$ cat src/rtl/pirq_pkg.sv
package pirq_pkg;
  localparam int EVT_W     = 12;
  localparam int RAW_SHIFT = 16;
  localparam int DATA_W    = 32;
  localparam int OFS_W     = 13;

  localparam logic [OFS_W-1:0] OFS_CTRL_SET = 13'h1000;
  localparam logic [OFS_W-1:0] OFS_CTRL_CLR = 13'h1004;
  localparam logic [OFS_W-1:0] OFS_STAT     = 13'h1008;
  localparam logic [OFS_W-1:0] OFS_EN_SET   = 13'h1010;
  localparam logic [OFS_W-1:0] OFS_EN_CLR   = 13'h1014;
  localparam logic [OFS_W-1:0] OFS_SLOT     = 13'h1800;
  localparam logic [OFS_W-1:0] OFS_HOST_EN  = 13'h0040;
  localparam logic [OFS_W-1:0] OFS_HOST_ST  = 13'h0044;

  localparam int MODE_BIT  = 3;
  localparam int ERR_BIT   = 1;
  localparam int STEER_LSB = 30;

  typedef enum logic [2:0] {
    RS_NONE, RS_CTRL_SET, RS_CTRL_CLR, RS_STAT, RS_EN_SET, RS_EN_CLR, RS_SLOT
  } port_reg_e;

  function automatic port_reg_e decode_port(input logic [OFS_W-1:0] ofs);
    case (ofs)
      OFS_CTRL_SET: decode_port = RS_CTRL_SET;
      OFS_CTRL_CLR: decode_port = RS_CTRL_CLR;
      OFS_STAT:     decode_port = RS_STAT;
      OFS_EN_SET:   decode_port = RS_EN_SET;
      OFS_EN_CLR:   decode_port = RS_EN_CLR;
      OFS_SLOT:     decode_port = RS_SLOT;
      default:      decode_port = RS_NONE;
    endcase
  endfunction
endpackage

$ cat src/rtl/pirq_port_regs.sv
module pirq_port_regs
  import pirq_pkg::*;
(
  input  logic              clk,
  input  logic              rst,
  input  logic              sel,
  input  logic              we,
  input  logic              re,
  input  logic [OFS_W-1:0]  ofs,
  input  logic [DATA_W-1:0] wdata,
  input  logic [EVT_W-1:0]  evt,
  output logic [DATA_W-1:0] rdata,
  output logic              pending
);
  port_reg_e        rsel;
  logic [EVT_W-1:0] raw_q, en_q, clr_mask, masked;
  logic [1:0]       steer_q;
  logic             mode_q;
  logic             acc_w, acc_r;

  assign rsel   = decode_port(ofs);
  assign acc_w  = sel && we;
  assign acc_r  = sel && re;
  assign masked = raw_q & en_q;
  assign pending = |masked;

  always_comb begin
    clr_mask = '0;
    if (acc_w && rsel == RS_STAT && mode_q)
      clr_mask = wdata[EVT_W-1:0] | wdata[RAW_SHIFT +: EVT_W];
    else if (acc_r && rsel == RS_STAT && !mode_q)
      clr_mask = raw_q;
  end

  always_ff @(posedge clk) begin
    if (rst) raw_q <= '0;
    else     raw_q <= (raw_q & ~clr_mask) | evt;
  end

  always_ff @(posedge clk) begin
    if (rst) begin
      en_q    <= '0;
      steer_q <= '0;
      mode_q  <= 1'b1;
    end else if (acc_w) begin
      case (rsel)
        RS_EN_SET: begin
          en_q <= en_q | wdata[EVT_W-1:0];
          if (|wdata[STEER_LSB +: 2]) steer_q <= wdata[STEER_LSB +: 2];
        end
        RS_EN_CLR: begin
          en_q    <= en_q & ~wdata[EVT_W-1:0];
          steer_q <= steer_q & ~wdata[STEER_LSB +: 2];
        end
        RS_CTRL_SET: if (wdata[MODE_BIT]) mode_q <= 1'b1;
        RS_CTRL_CLR: if (wdata[MODE_BIT]) mode_q <= 1'b0;
        default: ;
      endcase
    end
  end

  always_comb begin
    rdata = '0;
    case (rsel)
      RS_CTRL_SET: rdata[MODE_BIT] = mode_q;
      RS_STAT: begin
        rdata[EVT_W-1:0]         = masked;
        rdata[RAW_SHIFT +: EVT_W] = raw_q;
      end
      RS_EN_SET: begin
        rdata[EVT_W-1:0]      = en_q;
        rdata[STEER_LSB +: 2] = steer_q;
      end
      RS_SLOT: rdata[DATA_W-1] = raw_q[ERR_BIT];
      default: ;
    endcase
  end

  AST_EVENT_LATCH: assert property (@(posedge clk) disable iff (rst)
    (evt != '0) |=> ((raw_q & $past(evt)) == $past(evt)))
    else $error("event lost");

  AST_RAW_STICKY: assert property (@(posedge clk) disable iff (rst)
    !((acc_w || acc_r) && rsel == RS_STAT) |=> ((raw_q & $past(raw_q)) == $past(raw_q)))
    else $error("raw bit fell without access");

  AST_EN_SET: assert property (@(posedge clk) disable iff (rst)
    (acc_w && rsel == RS_EN_SET) |=> ((en_q & $past(wdata[EVT_W-1:0])) == $past(wdata[EVT_W-1:0])))
    else $error("enable not set");

  AST_STEER_HOLD: assert property (@(posedge clk) disable iff (rst)
    !(acc_w && (rsel == RS_EN_SET || rsel == RS_EN_CLR)) |=> $stable(steer_q))
    else $error("steering changed");
endmodule

$ cat src/rtl/pirq_host_summary.sv
module pirq_host_summary #(
  parameter int NUM_PORTS = 4
) (
  input  logic                 clk,
  input  logic                 rst,
  input  logic                 en_we,
  input  logic [NUM_PORTS-1:0] en_wdata,
  input  logic [NUM_PORTS-1:0] pending,
  output logic [NUM_PORTS-1:0] host_en,
  output logic                 irq_o
);
  always_ff @(posedge clk) begin
    if (rst)        host_en <= '0;
    else if (en_we) host_en <= en_wdata;
  end

  always_ff @(posedge clk) begin
    if (rst) irq_o <= 1'b0;
    else     irq_o <= |(pending & host_en);
  end

  AST_MASK_ALL: assert property (@(posedge clk) disable iff (rst)
    (host_en == '0) |=> !irq_o)
    else $error("irq with all ports masked");

  AST_IRQ_SOURCE: assert property (@(posedge clk) disable iff (rst)
    $rose(irq_o) |-> ($past(pending) != '0))
    else $error("irq without pending port");
endmodule

$ cat src/rtl/pirq_hub.sv
module pirq_hub
  import pirq_pkg::*;
#(
  parameter int NUM_PORTS = 4,
  parameter int ADDR_W    = 16
) (
  input  logic                       clk,
  input  logic                       rst,
  input  logic [ADDR_W-1:0]          reg_addr,
  input  logic                       reg_we,
  input  logic                       reg_re,
  input  logic [DATA_W-1:0]          reg_wdata,
  output logic [DATA_W-1:0]          reg_rdata,
  input  logic [NUM_PORTS*EVT_W-1:0] evt_in,
  output logic                       irq_o
);
  localparam int PSEL_W   = (NUM_PORTS > 1) ? $clog2(NUM_PORTS) : 1;
  localparam int HOST_BIT = ADDR_W - 1;

  logic [OFS_W-1:0]  ofs;
  logic [PSEL_W-1:0] pidx;
  logic              host_sel;
  logic [NUM_PORTS-1:0] pending, host_en;
  logic [DATA_W-1:0] prd [NUM_PORTS];
  logic [DATA_W-1:0] rd_next;

  assign ofs      = reg_addr[OFS_W-1:0];
  assign pidx     = reg_addr[OFS_W +: PSEL_W];
  assign host_sel = reg_addr[HOST_BIT];

  for (genvar p = 0; p < NUM_PORTS; p++) begin : g_port
    logic psel;
    assign psel = !host_sel && (pidx == PSEL_W'(p));
    pirq_port_regs i_port (
      .clk     (clk),
      .rst     (rst),
      .sel     (psel),
      .we      (reg_we),
      .re      (reg_re),
      .ofs     (ofs),
      .wdata   (reg_wdata),
      .evt     (evt_in[p*EVT_W +: EVT_W]),
      .rdata   (prd[p]),
      .pending (pending[p])
    );
  end

  pirq_host_summary #(.NUM_PORTS(NUM_PORTS)) i_host (
    .clk      (clk),
    .rst      (rst),
    .en_we    (reg_we && host_sel && ofs == OFS_HOST_EN),
    .en_wdata (reg_wdata[NUM_PORTS-1:0]),
    .pending  (pending),
    .host_en  (host_en),
    .irq_o    (irq_o)
  );

  always_comb begin
    rd_next = '0;
    if (host_sel) begin
      if (ofs == OFS_HOST_EN)      rd_next[NUM_PORTS-1:0] = host_en;
      else if (ofs == OFS_HOST_ST) rd_next[NUM_PORTS-1:0] = pending;
    end else begin
      for (int p = 0; p < NUM_PORTS; p++)
        if (pidx == PSEL_W'(p)) rd_next = prd[p];
    end
  end

  always_ff @(posedge clk) begin
    if (rst)         reg_rdata <= '0;
    else if (reg_re) reg_rdata <= rd_next;
  end

  AST_RESET_QUIET: assert property (@(posedge clk)
    $past(rst) |-> (!irq_o && reg_rdata == '0))
    else $error("outputs not cleared by reset");
endmodule

$ cat config.mk
export PLATFORM = sky130hd
export DESIGN_NAME = pirq_hub
export DESIGN_NICKNAME = d
export VERILOG_FILES = /design/src/rtl/pirq_pkg.sv /design/src/rtl/pirq_port_regs.sv /design/src/rtl/pirq_host_summary.sv /design/src/rtl/pirq_hub.sv
export SDC_FILE = /design/constraint.sdc
export NUM_CORES = 1
export LEC_CHECK = 0
export ABC_AREA = 1
export CORE_AREA = 2 2 141 143
export CTS_BUF_LIST = sky130_fd_sc_hd__clkbuf_16
export DETAILED_ROUTE_END_ITERATION = 6
export DIE_AREA = 0 0 143 145
export PLACE_DENSITY_LB_ADDON = 0.1
export SLEW_MARGIN = 25
export SYNTH_ARGS = -nofsm -noshare
export SYNTH_HDL_FRONTEND = slang
export SYNTH_SLANG_ARGS = --single-unit
$ cat constraint.sdc
create_clock -name clk -period 2.2 [get_ports clk]
set_input_delay 0.33 -clock clk [delete_from_list [all_inputs] [get_ports clk]]
set_output_delay 0.33 -clock clk [all_outputs]
set_load 0.005 [all_outputs]
# --- After elaboration in Yosys (flattened, before gate mapping) ---
# Index checks and enable logic that the tools add are counted.
word_totals:
  register_bits: 145
  inputBits: 100
  output_inout_bits: 33
  wordCells: 180
classes:
  n_eq_ne: 20
  mux: 53
  bitwise: 32
  reduce_logical: 56
ops:
  columns: ["op", "n"]
  rows:
  - ["bitwise AND 12 bit", 12]
  - ["2-to-1 mux 12 bit", 12]
  - ["2-to-1 mux 32 bit", 4]
  - ["OR 12 bit", 9]
  - ["case mux 12 bit (2 select lines)", 4]
  - ["equality test 13 bit, second input constant", 6]
  - ["case mux 8 bit (2 select lines)", 4]
  - ["NOT 12 bit", 5]
  - ["OR reduction 12 bit", 4]
  - ["logical AND 1 bit", 30]
  - ["2-to-1 mux 28 bit", 1]
  - ["equality test 13 x 7 -> 1 bit, second input constant", 2]
  - ["case mux 3 bit (2 select lines)", 4]
  - ["case mux 3 bit (6 select lines)", 1]
  - ["case mux 2 bit (2 select lines)", 4]
  - ["AND reduction 4 bit", 4]
  - ["2-to-1 mux 4 bit", 3]
  - ["case mux 1 bit (3 select lines)", 4]
  - ["AND reduction 3 bit", 4]
  - ["case mux 1 bit (2 select lines)", 5]
  - ["equality test 3 bit, second input constant", 3]
  - ["bitwise AND 2 bit", 4]
  - ["AND reduction 2 bit", 4]
  - ["equality test 3 x 2 -> 1 bit, second input constant", 2]
  - ["other kinds (14)", 26]

# --- Depth between registers and ports, before layout ---
# Gate-level depths: netlist of the first run.
depth:
  word_depth: 10
  depth_mapped: 14
  mapped_depth_nobuf: 12

# --- Hierarchy ---
# A second synthesis of the first run with hierarchy kept.
hier_totals:
  hier_cells: 1638
  hier_area_um2: 10321.1
modules_own_cells:
  columns: ["module", "n_inst", "cells_per_inst", "area_each_um2", "seq_area_each_um2"]
  rows:
  - ["pirq_port_regs (g_port[0].i_port ...)", 3, 301, 1885.6, 540.5]
  - ["pirq_hub", 1, 415, 2442.3, 640.6]
  - ["pirq_port_regs (g_port[3].i_port)", 1, 294, 2038.2, 540.5]
  - ["pirq_host_summary", 1, 26, 183.9, 100.1]

# --- Worst setup path before layout of the first run ---
# No wires, ideal clock.
synth_timing:
  path_kind: "input to register"
  start: "in reg_addr[9]"
  end: "reg g_port[2].i_port.raw_q[10]"
  setup_ns: 0.132
  arrival_time_ns: 1.568
  required_time_ns: 2.068
  slack_ns: 0.499
  stages: 12
  path_buffers: 4
  cell_sequence: "nor2_2 nand2_2 nor2_4 buf_6 nand2_4 buf_6 clkinv_4 buf_8 nand3_4 buf_6 o211ai_1 a21oi_1"
synth_between:
  elab_chain_cells: 10
  elab_cells_between_ends: 17
  cone_classes: "eq/ne (7); mux (3); bitwise (3); reduce/logical (4)"
synth_rtl:
  columns: ["element", "line", "text"]
  rows:
  - ["start, declared", "pirq_hub.sv:9", "input logic [ADDR_W-1:0] reg_addr,"]
  - ["equality test 13 bit", "pirq_pkg.sv:25", "case (ofs)"]
  - ["case mux 3 bit (6 select lines) (*)", "pirq_pkg.sv:25", null]
  - ["equality test 3 x 2 -> 1 bit (*)", "pirq_port_regs.sv:29, pirq_port_regs.sv:31", null]
  - ["logical AND 1 bit (2 in a row)", "pirq_port_regs.sv:31", "else if (acc_r && rsel == RS_STAT && !mode_q)"]
  - ["2-to-1 mux 12 bit", "pirq_port_regs.sv:31", null]
  - ["2-to-1 mux 12 bit (*)", "pirq_port_regs.sv:29", "if (acc_w && rsel == RS_STAT && mode_q)"]
  - ["NOT 12 bit (*)", "pirq_port_regs.sv:37", "else raw_q <= (raw_q & ~clr_mask) | evt;"]
  - ["bitwise AND 12 bit (*)", "pirq_port_regs.sv:37", null]
  - ["OR 12 bit (*)", "pirq_port_regs.sv:37", null]
  - ["end signal, assigned", "pirq_port_regs.sv:37", null]
  - ["end, declared", "pirq_port_regs.sv:16", "logic [EVT_W-1:0] raw_q, en_q, clr_mask, masked;"]
# Mark *: on every way between the ends. The rest lies on a longest branch, timed or not.
# A chain may end at the register's enable or synchronous reset.

# --- Worst setup path in the final report of the first run ---
layout_timing:
  start: "in reg_addr[13]"
  end: "reg g_port[1].i_port.raw_q[9]"
layout_between:
  elab_chain_cells: 10
  elab_cells_between_ends: 13
  cone_classes: "eq/ne (1); mux (2); bitwise (3); reduce/logical (7)"
layout_rtl:
  columns: ["element", "line", "text"]
  rows:
  - ["equality test 2 x 1 -> 1 bit (*)", "pirq_hub.sv:33", "assign psel = !host_sel && (pidx == PSEL_W'(p));"]
  - ["logical AND 1 bit (*)", "pirq_hub.sv:33", null]
  - ["logical AND 1 bit", "pirq_port_regs.sv:23", "assign acc_r = sel && re;"]
  - ["logical AND 1 bit (2 in a row)", "pirq_port_regs.sv:31", null]
  - ["2-to-1 mux 12 bit", "pirq_port_regs.sv:31", null]
  - ["2-to-1 mux 12 bit (*)", "pirq_port_regs.sv:29", null]
  - ["NOT 12 bit (*)", "pirq_port_regs.sv:37", null]
  - ["bitwise AND 12 bit (*)", "pirq_port_regs.sv:37", null]
  - ["OR 12 bit (*)", "pirq_port_regs.sv:37", null]
  - ["end signal, assigned", "pirq_port_regs.sv:37", null]
  - ["end, declared", "pirq_port_regs.sv:16", null]
# Marks and branches as above.

==> impl_results.md, run 1 <==
- Status: complete, no violations
- Worst path required time: 2.49 ns
- Fillers: 1973
- Number of synthesized register bits: 139
- Share of cells above drive strength 1: 0.113
- Cells along the critical path: clkdlybuf4s50_1 > nand2_1 > buf_4 > nor2_1 > buf_4 > nand3_4 > o211ai_1 > a21oi_1
- Critical path class: input pin to flop
- Max-Cap Viols: 0
- Leakage: 0.00415 uW
- DRT Pass-1 Iters: 5
- Largest stage delay on the critical path: 0.65 ns
- DRT iter0 DRCs: 816
- Mapped Cells: 1128
- Synth Flop Type: dfxtp_1
- Warnings, synthesis: 0
- Depth of the CTS H-tree: 4
- Vias: 8288
- Crit-path max FO: 12
- CTS clk-pin slew, worst paths: 0.07 ns
- Syn_area_per_cell: 6.73 um^2
- TritonCTS Buffers: 17
- Post-synth EDFFs: 0
- Reg2Reg Setup Slack: 0.69 ns
- Pwr Density: 644 nW/um^2
- Wire per inst: 18.0 um
- Post-CTS Hold Buffers: 0
- DP Area: 9450 um^2
- Initial antenna violation count: 0
- Setup bufs post-CTS: 0
- Async set-reset flop share out of synthesis: 0
- RSZ-0062 raised after global routing: false
- Initial Util: 0.395
- Crit path max-delay cell type: clkdlybuf4s50_1
- Placed insts: 1533
- Worst Hold Class: input pin to flop
- DRC Markers: 0
- DIE WIDTH: 143 um
- First-pass GRT wire length: 44000 um
- Total GRT Usage: 0.276
- Clk_lat worst skew: 0.43 ns
- Tmin final: 1.94 ns
- Vias in the first global route: 7652
- Cell taking the most area after synthesis: dfxtp_1
- Critical path launch point type: input pin
- Worst setup EP type: flop
- Nets: 1387
- Relative slew margins: 0.337
- Post-synth top area share: 0.367
- Area Growth Syn to Fin: 33.0%
- Placement Setup Slack: -0.114 ns
- Num rows: 51
- VDD IR max: 0.545 mV
- IO Pins: 133
- Slew Viols, Final: 0
- List of most frequent post-synthesis cells: 202 x nand2_1, 142 x inv_1, 139 x dfxtp_1
- Root buf cell: clkbuf_16
- FMAX: 515 MHz
- Final non-filler cell total: 1565
- Placeable Area: 19200 um^2
- Hold slack: 0.436 ns
- Cell repeated most along the worst path: buf_4
- Synth unique cells: 38
- Final setup vio count: 0
- CTS tree: done
- Largest cells by area after synthesis: dfxtp_1 37%, nand2_1 10%, a21oi_1 8.4%
- Resize count post-CTS: 0
- ANT nets after route: 0
- Least-Margin Pin Slew: 0.989 ns
- PortBufs: 120
- Overflow after GRT: 0
- Top-count cell post-synth: nand2_1
- RePlAce Congestion: 0.891
- Cell area after synthesis: 7590 um^2
- Endpoints failing hold: 0
- Post-route clock period utilization: 0.883
- Clk sink count: 139
- Die area: 20700 um^2
- Final antenna diode count: 0
- Clock Tree Buf Depth: 2
- Total Routed Length: 28200 um
- Clock Skew: 0.00875 ns
- Largest net degree at the start of global routing: 110
- Post-route cell area: 10100 um^2
- Arr. time, crit path: 2.24 ns
- DR vias/cell: 5.30
- Worst setup margin: 0.257 ns
- DP HPWL: 21300 um
- Die H: 145 um
- Register area share after synthesis: 0.367
==> final timing paths <==
| path | start | endpoint | cells after the start |
|---|---|---|---|
| setup / recovery | reg_addr[13] | g_port[1].i_port.raw_q[9] | 8 |
| hold / removal | rst | flop | 3 |
| setup reg to reg | g_port[1].i_port.raw_q[11] | reg_rdata[1] | 8 |
| hold reg to reg | reg_rdata[10] | reg_rdata[10] | 2 |
==> per-layer routing <==
metal / share of wire / vias to the layer above / global-route usage / routed length, um
met1: 0.48 / 3747 / 0.424 / 13600
met4: 0.022 / 0 / 0.0787 / 609
met2: 0.41 / 391 / 0.381 / 11500
met3: 0.089 / 46 / 0.0568 / 2530
met5: 0 / - / 0.0125 / 0
li1: - / 4104 / - / -
==> cells in the final DEF, fill, tap and decap left out, types with 3 or more instances in the layout <==
cell	instances
o21ai_1	27
nor2_2	10
a31oi_1	16
nand4_1	10
nor3_1	8
o211ai_1	54
buf_12	7
inv_8	6
conb_1	6
nand2_4	3
inv_6	4
inv_2	3
nand3_4	3
buf_4	74
clkbuf_16	17
o22ai_1	3
or2_2	5
a21oi_1	127
nand3_1	120
inv_1	141
o21ai_0	105
dfxtp_1	139
nor2_1	60
bufinv_16	3
o31ai_1	3
clkdlybuf4s50_1	119
nand2_2	5
nand2_1	202
==> worst max-delay path: cells and delay by family <==
family	cells	cell delay, ns
buffers and inverters	3	1.00
and+or+nand+nor	3	0.56
AOI/OAI and AO/OA	2	0.34
==> stage by stage <==
stage	total power (uW)	utilization	setup TNS, ns
2_1_floorplan	2960	-	0
3_3_place_gp	3360	0.492	-3.46
3_5_place_dp	3360	0.492	-3.11
4_1_cts	6510	0.525	0
5_1_grt	6680	0.525	0
6_report	6500	0.525	0
==> final cells by class <==
class	count	area [um^2]	share of cell area
clock buffer	17	425	0.0422
tap	265	332	0.0329
clock inverter	15	218	0.0216
timing repair buffer	200	1890	0.187
sequential	139	2780	0.276
inverter	147	557	0.0552
multi-input combinational	782	3890	0.385
==> cell families after synthesis <==
group,count (synthesis),share of synthesized area
flip-flops,139,0.367
other,1,0.000494
buffers and inverters,212,0.123
AO/OA/AOI/OAI,342,0.251
AND/OR/NAND/NOR,434,0.258
==> power by group <==
part	switching, uW	internal [uW]	leakage [uW]	total, uW
registers	89.7	2590	0.00114	2680
clock network	1310	1860	0.000317	3170
logic	341	306	0.00269	646
total	1750	4750	0.00415	6500
Power figures use the tool's default switching activity.
==> run 2: changes to the inputs <==
- SLEW_MARGIN: 25 -> not set
==> impl_results.md, run 2 (synthesis results as in run 1) <==
- RePlAce Congestion: 0.891 (unchanged)
- DRT iter0 DRCs: 816 (unchanged)
- Overall power: 6500 uW (about the same)
- Critical path launch point type: input pin
- Post-CTS Hold Buffers: 0 (unchanged)
- Final setup vio count: 0 (unchanged)
- Vias in the first global route: 7652 (unchanged)
- Clk_lat worst skew: 0.43 ns (about the same)
- CTS tree: done
- Resize count post-CTS: 0 (unchanged)
- Wire per inst: 18.1 um (about the same)
- Worst Hold Class: input pin to flop
- Power Internal: 4750 uW (about the same)
- Total GRT Usage: 0.276 (unchanged)
- Pwr Density: 644 nW/um^2 (about the same)
- Clk sink count: 139 (unchanged)
- DR vias/cell: 5.30 (about the same)
- Overflow after GRT: 0 (unchanged)
- DIE WIDTH: 143 um (unchanged)
- CTS clk-pin slew, worst paths: 0.07 ns (about the same)
- Commonest non-fill, non-tap cell in the layout: nand2_1
- Depth of the CTS H-tree: 4 (unchanged)
- Combinational share of power: 0.099 (about the same)
- Root buf cell: clkbuf_16
- Clock Tree Buf Depth: 2 (unchanged)
- Tmin final: 1.94 ns (+0.000474 ns)
- Clock Skew: 0.00879 ns (+0.0000397 ns)
- DRT Pass-1 Iters: 5 (unchanged)
- Status: complete, no violations
- DRC Markers: 0 (unchanged)
- Arr. time, crit path: 2.24 ns (about the same)
- VDD IR max: 0.544 mV (about the same)
- Fillers: 1973 (unchanged)
- Worst setup margin: 0.256 ns (-0.000474 ns)
- Least-Margin Pin Slew: 1.05 ns (+0.0620 ns)
- Nets: 1387 (unchanged)
- ANT nets after route: 0 (unchanged)
- Total Routed Length: 28300 um (about the same)
- Post-route clock period utilization: 0.883 (about the same)
- Final antenna diode count: 0 (unchanged)
- First-pass GRT wire length: 44000 um (unchanged)
- Slew Viols, Final: 0 (unchanged)
- TritonCTS Buffers: 17 (unchanged)
- Hold slack: 0.435 ns (-0.00114 ns)
- Placement Setup Slack: -0.114 ns (unchanged)
- Initial antenna violation count: 0 (unchanged)
- Placeable Area: 19200 um^2 (unchanged)
- Placed insts: 1533 (unchanged)
- Worst path required time: 2.49 ns (about the same)
- Post-route cell area: 10100 um^2 (unchanged)
- Worst setup EP type: flop
- Relative slew margins: 0.299 (-0.0380)
- Initial Util: 0.395 (unchanged)
- Part of the power in registers: 0.412 (about the same)
- Critical path class: input pin to flop
- DP Area: 9450 um^2 (unchanged)
- FMAX: 514 MHz (about the same)
- Endpoints failing hold: 0 (unchanged)
- IO Pins: 133 (unchanged)
- Most frequent cells in the layout: 202 x nand2_1, 142 x inv_1, 139 x dfxtp_1
- Sw Pwr: 1750 uW (about the same)
- Share of cells above drive strength 1: 0.113 (unchanged)
- Area Growth Syn to Fin: 33.0% (unchanged)
- Largest net degree at the start of global routing: 110 (unchanged)
- Leakage: 0.00415 uW (about the same)
- Die H: 145 um (unchanged)
- Die area: 20700 um^2 (unchanged)
- Max-Cap Viols: 0 (unchanged)
- RSZ-0062 raised after global routing: false
- Vias: 8290 (+0.024%)
- Clk pwr share: 0.488 (about the same)
- Setup bufs post-CTS: 0 (unchanged)
- Crit-path max FO: 12 (unchanged)
- DP HPWL: 21300 um (unchanged)
- Final non-filler cell total: 1565 (unchanged)
- Switch share: 0.269 (about the same)
- Num rows: 51 (unchanged)
- PortBufs: 120 (unchanged)
run 2: changes by cell type in the layout (fill, tap and decap cells not counted), sizes merged:
| cell | previous run | this run |
|---|---|---|
| clkinv | 5 | 4 |
| inv | 154 | 155 |
run 2: through the flow:
step,util,setup TNS [ns]
2_1_floorplan,-,0
3_3_place_gp,0.492,-3.46
3_5_place_dp,0.492,-3.11
4_1_cts,0.525,0
5_1_grt,0.525,0
6_report,0.525,0
run 2: layout make-up:
class	count	area [um^2]	area share
clock buffer	17	425	0.0422
clock inverter	15	218	0.0216
inverter	147	557	0.0552
multi-input combinational	782	3890	0.385
sequential	139	2780	0.276
tap	265	332	0.0329
timing repair buffer	200	1890	0.187
run 2: layer usage:
layer	GRT usage	wire, um	part of all wire	vias up
met2	0.381	11500	0.41	394
met3	0.0568	2530	0.090	46
met5	0.0125	0	0	-
li1	-	-	-	4101
met1	0.424	13600	0.48	3749
met4	0.0787	609	0.022	0
run 2: path summary, 6_finish.rpt:
path | startpoint | endpoint | slack (ns) | cells past startpoint
max reg2reg | g_port[1].i_port.raw_q[11] | reg_rdata[1] | 0.69 | 8
min reg2reg | reg_rdata[10] | reg_rdata[10] | 0.46 | 2
min | rst | flop | 0.44 | 3
max | reg_addr[13] | g_port[1].i_port.raw_q[9] | 0.26 | 8
run 2: power by group through the flow:
stage / clock, uW / sequential (uW) / combinational [uW]
2_1_floorplan: 0 / 2690 / 276
3_3_place_gp: 0 / 2730 / 631
3_5_place_dp: 0 / 2730 / 633
4_1_cts: 3200 / 2670 / 638
5_1_grt: 3300 / 2680 / 702
6_report: 3170 / 2680 / 646
run 2: worst max-delay path, cell delays in order:
cell and delay [ns]:
clkdlybuf4s50_1 0.65, nand2_1 0.20, buf_4 0.18, nor2_1 0.18, buf_4 0.17, nand3_4 0.18, o211ai_1 0.25, a21oi_1 0.09
